$ cat src/rtl/gpio_pkg.sv
package gpio_pkg;

    // Kind of update a write applies to a state register.
    typedef enum logic [1:0] {
        OP_LOAD = 2'd0,
        OP_OR   = 2'd1,
        OP_AND  = 2'd2,
        OP_XOR  = 2'd3
    } alias_op_e;

    // Register index carried in address bits 3:2.
    localparam int unsigned IDX_OUT  = 1;
    localparam int unsigned IDX_DIR  = 2;
    localparam int unsigned IDX_MASK = 3;
    localparam int unsigned NREGS    = 3;

    // Address groups in bits 6:4.
    localparam logic [2:0] GRP_DIRECT = 3'h0;
    localparam logic [2:0] GRP_CAP    = 3'h1;
    localparam logic [2:0] GRP_OR     = 3'h5;
    localparam logic [2:0] GRP_AND    = 3'h6;
    localparam logic [2:0] GRP_XOR    = 3'h7;

endpackage

$ cat src/rtl/gpio_sync.sv
module gpio_sync #(
    parameter int unsigned WIDTH = 24
) (
    input  logic             clk,
    input  logic             rst_n,
    input  logic [WIDTH-1:0] async_in,
    output logic [WIDTH-1:0] sync_out
);
    typedef struct packed {
        logic [WIDTH-1:0] meta;
        logic [WIDTH-1:0] stable;
    } sync_t;

    sync_t st_d, st_q;

    always_comb begin
        st_d.meta   = async_in;
        st_d.stable = st_q.meta;
    end

    always_ff @(posedge clk or negedge rst_n) begin
        if (!rst_n) st_q <= '0;
        else        st_q <= st_d;
    end

    assign sync_out = st_q.stable;

endmodule

$ cat src/rtl/gpio_decode.sv
module gpio_decode
    import gpio_pkg::*;
#(
    parameter int unsigned ADDR_W = 7
) (
    input  logic              we,
    input  logic [ADDR_W-1:0] addr,
    output logic [NREGS-1:0]  wr_sel,
    output alias_op_e         wr_op
);
    logic [2:0] grp;
    logic [1:0] idx;

    assign grp = addr[6:4];
    assign idx = addr[3:2];

    always_comb begin
        wr_sel = '0;
        wr_op  = OP_LOAD;
        unique case (grp)
            GRP_DIRECT: wr_op = OP_LOAD;
            GRP_OR:     wr_op = OP_OR;
            GRP_AND:    wr_op = OP_AND;
            GRP_XOR:    wr_op = OP_XOR;
            default:    wr_op = OP_LOAD;
        endcase
        if (we && idx != 2'd0 &&
            (grp == GRP_DIRECT || grp == GRP_OR || grp == GRP_AND || grp == GRP_XOR)) begin
            wr_sel[idx - 2'd1] = 1'b1;
        end
    end

endmodule

$ cat src/rtl/gpio_alias_reg.sv
module gpio_alias_reg
    import gpio_pkg::*;
#(
    parameter int unsigned WIDTH = 24
) (
    input  logic             clk,
    input  logic             rst_n,
    input  logic             wr_en,
    input  alias_op_e        wr_op,
    input  logic [WIDTH-1:0] wr_data,
    output logic [WIDTH-1:0] value
);
    logic [WIDTH-1:0] val_d, val_q;

    always_comb begin
        val_d = val_q;
        if (wr_en) begin
            unique case (wr_op)
                OP_LOAD: val_d = wr_data;
                OP_OR:   val_d = val_q | wr_data;
                OP_AND:  val_d = val_q & wr_data;
                OP_XOR:  val_d = val_q ^ wr_data;
                default: val_d = val_q;
            endcase
        end
    end

    always_ff @(posedge clk or negedge rst_n) begin
        if (!rst_n) val_q <= '0;
        else        val_q <= val_d;
    end

    assign value = val_q;

    AST_LOAD_TAKES: assert property (@(posedge clk) disable iff (!rst_n)
        (wr_en && wr_op == OP_LOAD) |=> value == $past(wr_data));
    AST_OR_SETS: assert property (@(posedge clk) disable iff (!rst_n)
        (wr_en && wr_op == OP_OR) |=> (value & $past(wr_data)) == $past(wr_data)
            && (value & ~$past(wr_data)) == ($past(value) & ~$past(wr_data)));
    AST_AND_CLEARS: assert property (@(posedge clk) disable iff (!rst_n)
        (wr_en && wr_op == OP_AND) |=> (value & ~$past(wr_data)) == '0
            && (value & $past(wr_data)) == ($past(value) & $past(wr_data)));
    AST_XOR_FLIPS: assert property (@(posedge clk) disable iff (!rst_n)
        (wr_en && wr_op == OP_XOR) |=> (value ^ $past(value)) == $past(wr_data));
    AST_IDLE_HOLDS: assert property (@(posedge clk) disable iff (!rst_n)
        !wr_en |=> $stable(value));

endmodule

$ cat src/rtl/gpio_alias_port.sv
module gpio_alias_port
    import gpio_pkg::*;
#(
    parameter int unsigned NLINES     = 24,
    parameter int unsigned ADDR_W     = 7,
    parameter logic [4:0]  IRQ_MODE   = 5'd1,
    parameter bit          HAS_IFLAG  = 1'b1,
    parameter bit          HAS_IEN    = 1'b1,
    parameter bit          HAS_PULLUP = 1'b0
) (
    input  logic              clk,
    input  logic              rst_n,
    input  logic [ADDR_W-1:0] bus_addr,
    input  logic              bus_we,
    input  logic [31:0]       bus_wdata,
    output logic [31:0]       bus_rdata,
    input  logic [NLINES-1:0] pin_in,
    output logic [NLINES-1:0] pad_out,
    output logic [NLINES-1:0] pad_oe,
    output logic [NLINES-1:0] irq_mask
);
    localparam logic [4:0] LAST_LINE = 5'(NLINES - 1);
    localparam logic [31:0] CAP_WORD = {13'd0, HAS_PULLUP, HAS_IEN, HAS_IFLAG,
                                        3'd0, IRQ_MODE, 3'd0, LAST_LINE};

    logic [NREGS-1:0]  wr_sel;
    alias_op_e         wr_op;
    logic [NLINES-1:0] reg_val [NREGS];
    logic [NLINES-1:0] pin_sync;

    gpio_decode #(.ADDR_W(ADDR_W)) u_dec (
        .we     (bus_we),
        .addr   (bus_addr),
        .wr_sel (wr_sel),
        .wr_op  (wr_op)
    );

    for (genvar g = 0; g < NREGS; g++) begin : g_reg
        gpio_alias_reg #(.WIDTH(NLINES)) u_reg (
            .clk     (clk),
            .rst_n   (rst_n),
            .wr_en   (wr_sel[g]),
            .wr_op   (wr_op),
            .wr_data (bus_wdata[NLINES-1:0]),
            .value   (reg_val[g])
        );
    end

    gpio_sync #(.WIDTH(NLINES)) u_sync (
        .clk      (clk),
        .rst_n    (rst_n),
        .async_in (pin_in),
        .sync_out (pin_sync)
    );

    assign pad_out  = reg_val[IDX_OUT-1];
    assign pad_oe   = reg_val[IDX_DIR-1];
    assign irq_mask = reg_val[IDX_MASK-1];

    always_comb begin
        bus_rdata = '0;
        if (bus_addr[6:4] == GRP_DIRECT) begin
            unique case (bus_addr[3:2])
                2'd0:    bus_rdata[NLINES-1:0] = pin_sync;
                2'd1:    bus_rdata[NLINES-1:0] = pad_out;
                2'd2:    bus_rdata[NLINES-1:0] = pad_oe;
                default: bus_rdata[NLINES-1:0] = irq_mask;
            endcase
        end else if (bus_addr[6:2] == 5'h07) begin
            bus_rdata = CAP_WORD;
        end
    end

    AST_RESERVED_WRITE_INERT: assert property (@(posedge clk) disable iff (!rst_n)
        (bus_we && bus_addr[3:2] == 2'd0) |=>
            $stable(pad_out) && $stable(pad_oe) && $stable(irq_mask));
    AST_ONE_TARGET: assert property (@(posedge clk) disable iff (!rst_n)
        $onehot0({$changed(pad_out), $changed(pad_oe), $changed(irq_mask)}));
    AST_CAP_FIXED: assert property (@(posedge clk) disable iff (!rst_n)
        (bus_addr == 7'h1C) |-> bus_rdata == CAP_WORD);

endmodule

$ cat config.mk
export PLATFORM = sky130hd
export DESIGN_NAME = gpio_alias_port
export DESIGN_NICKNAME = d
export VERILOG_FILES = /design/src/rtl/gpio_pkg.sv /design/src/rtl/gpio_sync.sv /design/src/rtl/gpio_decode.sv /design/src/rtl/gpio_alias_reg.sv /design/src/rtl/gpio_alias_port.sv
export SDC_FILE = /design/constraint.sdc
export NUM_CORES = 1
export LEC_CHECK = 0
export BUFFER_PORTS_ARGS = -buffer_cell sky130_fd_sc_hd__buf_2
export CAP_MARGIN = 20
export CORE_UTILIZATION = 40
export CTS_BUF_LIST = sky130_fd_sc_hd__clkbuf_4
export DETAILED_ROUTE_END_ITERATION = 8
export GPL_TIMING_DRIVEN = 0
export PLACE_DENSITY = 0.62
export SYNTH_ARGS = -nofsm -noshare
export SYNTH_HDL_FRONTEND = slang
export SYNTH_HIERARCHICAL = 1
export SYNTH_SLANG_ARGS = --single-unit
$ cat constraint.sdc
create_clock -name clk -period 1.9 [get_ports clk]
set_input_delay 0.285 -clock clk [delete_from_list [all_inputs] [get_ports clk]]
set_output_delay 0.285 -clock clk [all_outputs]
set_load 0.05 [all_outputs]
==> results.md, run 1 <==
- Post-DP Area: 10400 um2
- Largest net degree at the start of global routing: 63
- FILL cells: 2086
- Final setup viols: 17
- Die W: 154 um
- WS Path Type: register to output pin
- Share of layout cells above drive strength 1: 0.302
- DR iter-0 viols: 472
- Final Max Slew Viols: 0
- Die height: 154 um
- Core Region: 22600 um2
- Register area share after synthesis: 0.325
- Final Skew: 0.00283 ns
- Global-route wire length before repair: 42200 um
- Sw Ratio: 0.448
- ANT nets after route: 0
- Port bufs: 151
- Busiest grt layer: met2
- Cell Pwr Density: 939 nW/um2
- H-Tree Depth: 4
- Clock root cell: clkbuf_4
- Remaining DRCs: 0
- Clk network pwr share: 0.194
- Die area: 23700 um2
- Failing checks: negative setup slack
- Slowest stage delay, CP: 0.48 ns
- Number of synthesized flops with an enable pin: 0
- Post-Syn Area: 9240 um2
- RSZ-0062 raised after global routing: true
- CP max FO: 4
- Clk buf depth: 2
- Total GRT Usage: 0.236
- Sequential cell area: 3010 um2
- HP Class: input port to register
- M3 GR Usage: 0.0445
- Sw Pwr: 0.00496 W
- Met2 GRT Util: 0.376
- Worst path required time: 1.62 ns
- Leak: 6.00 nW
- WP buf/inv: 1
- Layout Cells excl Fill: 1492
- CP Cell Sequence: mux4_2 > nor2b_4 > buf_6
- GPL Wtd Cong: 0.806
- Final Net Count: 1401
- Final Worst Setup Slack: -0.181 ns
- Initial core utilization: 0.408
- Power share of the combinational group: 0.498
- VDD IR max: 0.513 mV
- Flop pwr share: 0.308
- Via-to-Cell Ratio: 5.13
- Total detailed-routing wirelength: 27700 um
- Period Utilization, post-route: 1.10
- Total CTS buffers: 17
- CTS tree: done
- Row count: 55
- Measured slew at the worst slew-check pin: 0.698 ns
- Placed insts: 1351
- Cell count after synthesis: 907
- Most used flip-flop cell after synthesis: dfrtp_1
- Maxcap violations: 0
- Min Tclk post-route: 2.08 ns
- Total power: 0.0111 W
- Routed len/inst: 18.6 um
- Total number of vias: 7652
- Flops & latches, synth: 120
- Total Neg Setup Slack: -2.04 ns
- Clock slew seen by the registers of the worst setup and hold paths: 0.13 ns
- Area delta synth->final: 27.7%
- Outcome: finished with violations
- Max Clk Rate: 480 MHz
- Mean Syn Cell Area: 10.2 um2
- Final Cell Area: 11800 um2
- Initial antenna violation count: 3
- Hold violation count in the final report: 0
- Final core utilization: 0.521
- WP data arrival: 1.80 ns
- Worst-Skew Late Latency: 0.56 ns
- Post-synth cell types: 29
- Grt ovf: 0
- Internal power: 0.00612 W
- Relative slew slack: 0.535
- Pre-antenna DRT Iters: 5
- CP max stage cell: mux4_2
- Number of global-route vias before repair: 7550
- Critical path endpoint category: output pin
- CTS Sinks: 120
- Area occupied by multi-input gates: 5230 um2
- Synth async-reset ratio: 1.00
- Post-DP HPWL: 18100 um
- I/O pin cnt: 170
- Global routing usage on met1: 0.323
- Delay-heaviest family, CP: multiplexers
- Synth warn: 6
- Startpoint Class: register
cells by family after synthesis:
group,after synthesis,share of synthesized area
AOI/OAI and AO/OA,155,0.117
adders and majority gates,144,0.195
buffers and inverters,205,0.116
DFF,120,0.325
muxes,103,0.135
other,1,0.000406
and+or+nand+nor,179,0.112
through the flow:
step,hold slack (ns),worst slack [ns]
floorplan,-0.0106,-0.0869
global placement,0.332,-1.30
detailed placement,0.328,-0.752
CTS,0.194,-0.206
global route,0.247,-0.250
finish,0.214,-0.181
state kept, by name, indices dropped and copies added, names as in the netlist:
signal and flops:
g.u_reg/value 72, u_sync/st_d 24, u_sync/sync_out 24
synth_stat cells (2+ instances only):
cell      instances  area share
dfrtp_1         120        0.33
ha_1            144        0.20
nor2_1           74       0.030
and2_2            2      0.0016
or2_1            15       0.010
mux2i_1          86       0.093
nor2b_1           3      0.0020
or2_0            57       0.039
nand2_1           5      0.0020
nand2b_1          3      0.0020
o221ai_1         79       0.075
buf_6            12       0.015
nor2b_4          14       0.021
buf_4            15       0.012
clkbuf_2          6      0.0033
clkbuf_1          7      0.0028
inv_1           144       0.059
nand3b_1          2      0.0016
mux4_2           17       0.041
buf_12            8       0.017
a21oi_1          74       0.040
buf_2            13      0.0070
layout by cell type, fill, tap and decap left out, types with 4 or more instances in the layout:
cell type      count
a21oi_1           74
buf_12             9
buf_2            139
buf_4            101
buf_6             30
bufinv_16          4
clkbuf_1           6
clkbuf_2           6
clkbuf_4          19
conb_1             8
dfrtp_1          115
dfrtp_2            5
dlygate4sd3_1     25
ha_1             144
inv_1            144
mux2i_1           84
mux4_2            17
nand2_1            4
nor2_1            74
nor2b_4           17
o221ai_1          78
or2_0             57
or2_1             15
cell type report:
cell class              count  share of cell area
multi-input cells         589               0.443
flip-flops and latches    120               0.255
repair buffers            258               0.152
plain buffers              61              0.0459
inverters                 144              0.0458
well taps                 285              0.0302
clock inverters            14              0.0154
clock buffers              18              0.0115
diodes                      3            0.000636
path summary, 6_finish.rpt:
kind                                           from                       end  slack, ns  cells past startpoint
max                        g_reg[2].u_reg/value[21]             bus_rdata[21]      -0.18                      3
min in group asynchronous                     rst_n   g_reg[0].u_reg/value[1]       0.28                      2
min reg2reg                         u_sync/st_d[18]       u_sync/sync_out[18]       0.36                      0
max reg2reg                g_reg[1].u_reg/value[15]  g_reg[1].u_reg/value[15]       0.50                      6
min                                   bus_wdata[21]  g_reg[2].u_reg/value[21]       0.21                      4
max in group asynchronous                     rst_n  g_reg[0].u_reg/value[14]       0.85                      3
repair_timing:
item	4_1_cts	5_1_grt
endpoints found under the hold margin	85	0
pin swaps	2	1
buffers inserted	54	26
hold buffers	25	0
resized for setup	51	7
cloned	0	1
endpoints found under the setup margin	24	24
metal layers:
layer	part of all wire	up-vias
met5	0	-
met4	0.019	0
met3	0.049	35
met2	0.46	202
met1	0.47	3755
li1	-	3660
worst min-delay path, cell delays in order:
cell and delay, ns:
buf_2 0.15, mux2i_1 0.12, or2_1 0.10, o221ai_1 0.09
power by group through the flow:
stage                     clock network [W]  logic [W]  registers, W
after CTS                           0.00219    0.00528       0.00342
final                               0.00215    0.00551       0.00341
after global placement                    0    0.00443       0.00363
after detailed placement                  0    0.00454       0.00363
after floorplan                           0    0.00197       0.00495
after global routing                0.00230    0.00596       0.00345
(Power assumes the default switching activity.)
==> run 2, diff against run 1 <==
Clock period 1.9 ns to 2.6 ns, I/O delays scaled along.
==> run 2 against run 1 <==
Effect of this change:
- the flow now finishes without violations
- clock power shrank 35%
- count of clock-buffer cells in the layout is 1 lower
- register-to-register slack better by 0.82 ns
- combinational power down 39%
- cell count down 5.4%
- first-iteration DRC count up 0.42%
- setup slack better by 0.42 ns
- critical path depth grew 2
- final area is 7.1% lower
- sequential share of layout area up 1.9 points
- wire length fell by 6.7%
- die area did not move
==> results.md, run 2 (synthesis gave the netlist of run 1 again) <==
- Critical path endpoint category: output pin
- R2R setup slack: 1.32 ns (+0.82 ns)
- Min Tclk post-route: 2.36 ns
- Initial core utilization: 0.408 (unchanged)
- Worst-Skew Late Latency: 0.55 ns (about the same)
- HP Class: input port to asynchronous set/reset pin
- Initial antenna violation count: 3 (unchanged)
- Worst path required time: 2.21 ns (+0.59 ns)
- Total CTS buffers: 17 (unchanged)
- Max reg flops: 72 (unchanged)
- Final Net Count: 1321 (-5.7%)
- Relative slew slack: 0.527 (-0.00741)
- H-Tree Depth: 4 (unchanged)
- Final Worst Setup Slack: 0.240 ns (+0.422 ns)
- Commonest non-fill, non-tap cell in the layout: buf_2
- DP Worst Slack: -0.234 ns (+0.517 ns)
- ANT nets after route: 0 (unchanged)
- Period Utilization, post-route: 0.908
- RR Startpoint: g_reg[2].u_reg/value[21]
- CTS Sinks: 120 (unchanged)
- Die height: 154 um (unchanged)
- Grt ovf: 0 (unchanged)
- Total GRT Usage: 0.228 (-0.00811)
- Outcome: finished clean
- Final Max Slew Viols: 0 (unchanged)
- RSZ-0062 raised after global routing: false
- Number of global-route vias before repair: 7137 (-5.5%)
- Final setup viols: 0 (-17)
- Row count: 55 (unchanged)
- Share of layout cells above drive strength 1: 0.244 (-0.0586)
- Post-DP HPWL: 18000 um (-0.42%)
- Cell Pwr Density: 672 nW/um2 (-28%)
- Area delta synth->final: 18.6%
- Most frequent cells in the layout: buf_2 (163), inv_1 (144), ha_1 (144), dfrtp_1 (120), mux2i_1 (86)
- Final Skew: 0.0121 ns (+0.00922 ns)
- Global-route wire length before repair: 40600 um (-3.9%)
- WP data arrival: 1.97 ns (+0.17 ns)
- Die area: 23700 um2 (unchanged)
- Via-to-Cell Ratio: 5.19 (+1.3%)
- Clk buf depth: 2 (unchanged)
- Max Clk Rate: 424 MHz
- Routed len/inst: 18.3 um (-1.4%)
- DR iter-0 viols: 474 (+0.42%)
- R2R depth: 4 (-2)
- Final core utilization: 0.484 (-0.0370)
- Leak: 5.56 nW (-7.2%)
- Post-DP Area: 10400 um2 (about the same)
- Hold violation count in the final report: 0 (unchanged)
- Worst reg2reg endpoint: g_reg[2].u_reg/value[21]
- Clock slew seen by the registers of the worst setup and hold paths: 0.13 ns (about the same)
- Pre-antenna DRT Iters: 4 (-1)
- Total detailed-routing wirelength: 25800 um (-6.7%)
- Clock root cell: clkbuf_4
- I/O pin cnt: 170 (unchanged)
- Measured slew at the worst slew-check pin: 0.709 ns (+0.0111 ns)
- Maxcap violations: 0 (unchanged)
- Largest net degree at the start of global routing: 70 (+11%)
- Core Region: 22600 um2 (unchanged)
- CTS tree: done
- Remaining DRCs: 0 (unchanged)
- Total number of vias: 7330 (-4.2%)
- Die W: 154 um (unchanged)
- GPL Wtd Cong: 0.810 (+0.47%)
- Final Cell Area: 11000 um2 (-7.1%)
- FILL cells: 2141 (+2.6%)
- Total power: 0.00737 W (-34%)
- WS Path Type: input port to output pin
- Post-cts sizing count: 0 (-100%)
- Port bufs: 151 (unchanged)
- VDD IR max: 0.381 mV (-26%)
- CP max FO: 14 (+10)
- Startpoint Class: input port
## run 2: cell types whose count changed in the layout (fill, tap and decap cells not counted), sizes merged
cell    previous run  this run
clkbuf            32        29
bufinv             4         2
diode              3         2
buf              280       202
clkinv             7         8
inv              144       146
## run 2: power breakdown
group | internal, W | switching (W)
logic | 0.00111 | 0.00225
clock network | 0.000571 | 0.000829
registers | 0.00221 | 0.000405
## run 2: worst max path at each step
stage | from | depth (start not counted) | endpoint | slack [ns]
final | bus_addr[3] | 5 | bus_rdata[23] | 0.24
after global routing | bus_addr[3] | 4 | bus_rdata[8] | 0.17
after CTS | bus_addr[3] | 4 | bus_rdata[8] | 0.23
after detailed placement | bus_addr[3] | 5 | bus_rdata[8] | -0.23
after global placement | rst_n | 1 | u_sync/st_d[5] | -0.71
after floorplan | bus_addr[3] | 3 | bus_rdata[17] | 0.40
## run 2: what timing repair did
action                                  CTS  global route
endpoints found under the setup margin    7             0
endpoints found under the hold margin    75             0
hold buffers                             25             0
buffers inserted                          2             0
## run 2: through the flow
stage,TNS (ns),hold slack [ns],instances
2_1_floorplan,0,0.0944,914
3_3_place_gp,-84.99,0.332,1350
3_5_place_dp,-1.05,0.335,1351
4_1_cts,0,0.322,1409
5_1_grt,0,0.330,1411
6_report,0,0.352,1411
## run 2: final cells by class
cell class	instances	area (um2)	area share
buffer	60	526	0.0480
tap	285	357	0.0325
sequential	120	3000	0.274
clock buffer	17	128	0.0116
timing repair buffer	179	1050	0.0963
multi-input combinational	589	5190	0.474
inverter	144	541	0.0493
clock inverter	15	154	0.0140
antenna	2	5.00	0.000457
## run 2: worst max-delay path, cell delays in order
cell,delay (ns)
buf_2,0.34
buf_2,0.46
mux4_2,0.41
nor2b_1,0.15
buf_2,0.21
## run 2: layer usage
metal  up-vias  wire (um)  GRT usage
met3        35       1220     0.0411
met4         0        582     0.0805
met5         -          0          0
met1      3562      12000      0.302
li1       3498          -          -
met2       235      12100      0.371
==> run 3, diff against run 2 <==
Settings changed: ABC_AREA set to 1, PLACE_DENSITY 0.62 to 0.61, TNS_END_PERCENT set to 10.
==> run 3 against run 2 <==
Effect of this change:
- clock power shrank 4%
- total power shrank 3.6%
- wire length grew 19%
- sequential share of layout area shrank 1.5 points
- maximum frequency grew 5.7%
- utilization shrank 0.54 points
==> results.md, run 3 <==
- Internal power: 0.00366 W (-5.7%)
- Measured slew at the worst slew-check pin: 0.823 ns (+0.114 ns)
- Placed insts: 1873 (+39%)
- I/O pin cnt: 170 (unchanged)
- Clk network pwr share: 0.189 (about the same)
- Die height: 159 um (+3.4%)
- WP buf/inv: 5 (+2)
- Critical path endpoint category: output pin
- Slowest stage delay, CP: 0.46 ns (about the same)
- Via-to-Cell Ratio: 4.82 (-7.1%)
- Flop pwr share: 0.375 (+0.020)
- CP Cell Sequence: buf_2 > inv_1 > clkbuf_1 > nand3_1 > nand3_1 > nand2_1 > inv_1 > buf_2
- Mean Syn Cell Area: 7.11 um2 (-30%)
- Port bufs: 151 (unchanged)
- Sw Pwr: 0.00344 W (-1.3%)
- Clk buf depth: 2 (unchanged)
- DR iter-0 viols: 679 (+43%)
- Total GRT Usage: 0.249 (+0.0216)
- Layout Cells excl Fill: 1930 (+37%)
- ANT nets after route: 0 (unchanged)
- Relative slew slack: 0.451 (-0.0763)
- CTS Sinks: 120 (unchanged)
- CTS tree: done
- FILL cells: 2479 (+16%)
- Min Tclk post-route: 2.23 ns (-0.128 ns)
- Area leader, netlist: dfrtp_1
- GPL Wtd Cong: 0.884 (+9.1%)
- Max reg flops: 72 (unchanged)
- Hold violation count in the final report: 0 (unchanged)
- Core Region: 24200 um2 (+7.1%)
- Flops & latches, synth: 120 (unchanged)
- Final setup viols: 0 (unchanged)
- Final Net Count: 1803 (+36%)
- Routed len/inst: 15.9 um (-13%)
- Initial core utilization: 0.407 (-0.000686)
- Most common cell in the netlist: nand2_1
- Total detailed-routing wirelength: 30700 um (+19%)
- WS Path Type: input port to output pin
- Top-area cell type share of the netlist area: 0.304 (-0.0210)
- Most frequent cells in the layout: nand2_1 (383), inv_1 (204), nand3_1 (180), buf_2 (171), ha_1 (144)
- Outcome: finished clean
- Period Utilization, post-route: 0.858 (-0.0491)
- Number of synthesized flops with an enable pin: 0 (unchanged)
- HP Class: input port to register
- Grt ovf: 0 (unchanged)
- Post-DP HPWL: 23600 um (+31%)
- H-Tree Depth: 4 (unchanged)
- Maxcap violations: 0 (unchanged)
- Clock slew seen by the registers of the worst setup and hold paths: 0.12 ns (about the same)
- Area delta synth->final: 17.5%
- Cell count after synthesis: 1390 (+53%)
- Global-route wire length before repair: 48700 um (+20%)
- Die W: 159 um (+3.4%)
- Post-cts sizing count: 0 (unchanged)
- Die area: 25300 um2 (+6.8%)
- VDD IR max: 0.263 mV (-31%)
- Cell count along the critical path: 8 (+3)
- Most used flip-flop cell after synthesis: dfrtp_1
- RSZ-0062 raised after global routing: false
- Number of global-route vias before repair: 8750 (+23%)
- Synth area leaders: dfrtp_1 (30%), ha_1 (18%), nand2_1 (15%), nand3_1 (9.1%), inv_1 (7.8%)
- Largest net degree at the start of global routing: 76 (+8.6%)
- Delay-heaviest family, CP: buffers and inverters
- WP data arrival: 1.84 ns (-0.13 ns)
- Initial antenna violation count: 3 (unchanged)
- Final Cell Area: 11600 um2 (+5.9%)
- Remaining DRCs: 0 (unchanged)
- Worst-Skew Late Latency: 0.55 ns (about the same)
- Worst path required time: 2.21 ns (about the same)
- CP max FO: 10 (-4)
- Hold Path Depth: 5
- Most frequent cells after synthesis: nand2_1 (383), inv_1 (204), nand3_1 (180)
- Power share of the combinational group: 0.436 (-0.019)
- R2R depth: 6 (+2)
- CP max stage cell: clkbuf_1
- Clock root cell: clkbuf_4
- Cell Pwr Density: 612 nW/um2 (-9.0%)
- Startpoint Class: input port
- Post-CTS Setup Bufs: 0 (-2)
- Row count: 57 (+3.6%)
- Sw Ratio: 0.484 (+0.0115)
- Post-synth cell types: 25 (-14%)
- Total CTS buffers: 17 (unchanged)
- Final Skew: 0.0148 ns (+0.00272 ns)
- Share of layout cells above drive strength 1: 0.188 (-0.0560)
- Synth warn: 6 (unchanged)
- Pre-antenna DRT Iters: 5 (+1)
- Final Max Slew Viols: 0 (unchanged)
- Total number of vias: 9310 (+27%)
- Post-DP Area: 11100 um2 (+6.6%)
- Register area share after synthesis: 0.304 (-0.0210)
- Synth async-reset ratio: 1.00 (unchanged)
- Post-Syn Area: 9880 um2 (+6.9%)
- Commonest non-fill, non-tap cell in the layout: nand2_1
- Leak: 6.60 nW (+19%)
- Max Clk Rate: 448 MHz (+5.7%)
[run 3: cell types whose count changed after synthesis, sizes merged, moves of 3 or more]
cell / before / now
nand3: 1 / 181
mux4: 17 / 0
inv: 144 / 214
nand2b: 3 / 0
mux2i: 86 / 0
nor2: 74 / 149
buf: 48 / 67
nand2: 5 / 383
nand3b: 2 / 6
o221ai: 79 / 0
nor2b: 17 / 0
o21bai: 0 / 15
o21ai: 1 / 25
or2: 72 / 1
[run 3: what timing repair did]
action	4_1_cts	5_1_grt
hold endpoints to repair	69	0
setup endpoints to repair	0	0
hold buffers	25	0
[run 3: final timing paths]
kind                                               from  slack (ns)                       end
worst max-delay path                        bus_addr[2]        0.37              bus_rdata[5]
worst min-delay path                       bus_wdata[6]        0.26   g_reg[2].u_reg/value[6]
worst max register to register  g_reg[1].u_reg/value[1]        1.40   g_reg[1].u_reg/value[1]
worst min register to register          u_sync/st_d[13]        0.34       u_sync/sync_out[13]
max in group asynchronous                         rst_n        1.51            u_sync/st_d[0]
min in group asynchronous                         rst_n        0.32  g_reg[2].u_reg/value[13]
[run 3: power by group through the flow]
stage / clock network, W / registers, W / logic, W
floorplan: 0 / 0.00355 / 0.00128
CTS: 0.00138 / 0.00266 / 0.00310
global placement: 0 / 0.00269 / 0.00298
detailed placement: 0 / 0.00269 / 0.00306
global route: 0.00146 / 0.00273 / 0.00342
finish: 0.00134 / 0.00266 / 0.00310
[run 3: area by class of cell]
cell class              instances  area (um2)  area share
multi-input cells             985        5580       0.480
clock buffers                  23         173      0.0149
diodes                          3        7.51    0.000647
repair buffers                177        1040      0.0896
well taps                     324         405      0.0349
flip-flops and latches        120        3000       0.259
inverters                     214         803      0.0692
plain buffers                  78         522      0.0450
clock inverters                 6        77.6     0.00668
[run 3: worst reg2reg max path: stages (launching register included)]
cell and delay, ns:
dfrtp_1 0.46, inv_1 0.08, ha_1 0.30, nand2_1 0.07, nand3_1 0.07, nand2_1 0.07
nand2_1 0.05
[run 3: metal layers]
metal  GRT usage  routed length (um)  part of all wire  vias up
li1            -                   -                 -     4693
met4      0.0988                 917             0.030        0
met1       0.336               13800              0.45     4276
met5           0                   0                 0        -
met2       0.405               14300              0.47      290
met3      0.0326                1670             0.054       51
[run 3: logic make-up after synthesis]
kind of cell               synth area share
adders and majority gates             0.182
AOI/OAI and AO/OA                    0.0758
DFF                                   0.304
buffers and inverters                 0.134
and+or+nand+nor                       0.303
other                              0.000380
[run 3: metrics by stage]
stage	util	hold slack (ns)	TNS [ns]	power (W)	worst slack, ns
2_1_floorplan	-	0.0944	0	0.00483	0.898
3_3_place_gp	0.456	0.331	-69.18	0.00567	-0.593
3_5_place_dp	0.458	0.335	0	0.00576	0.367
4_1_cts	0.478	0.232	0	0.00714	0.358
5_1_grt	0.479	0.256	0	0.00760	0.224
6_report	0.479	0.265	0	0.00710	0.368
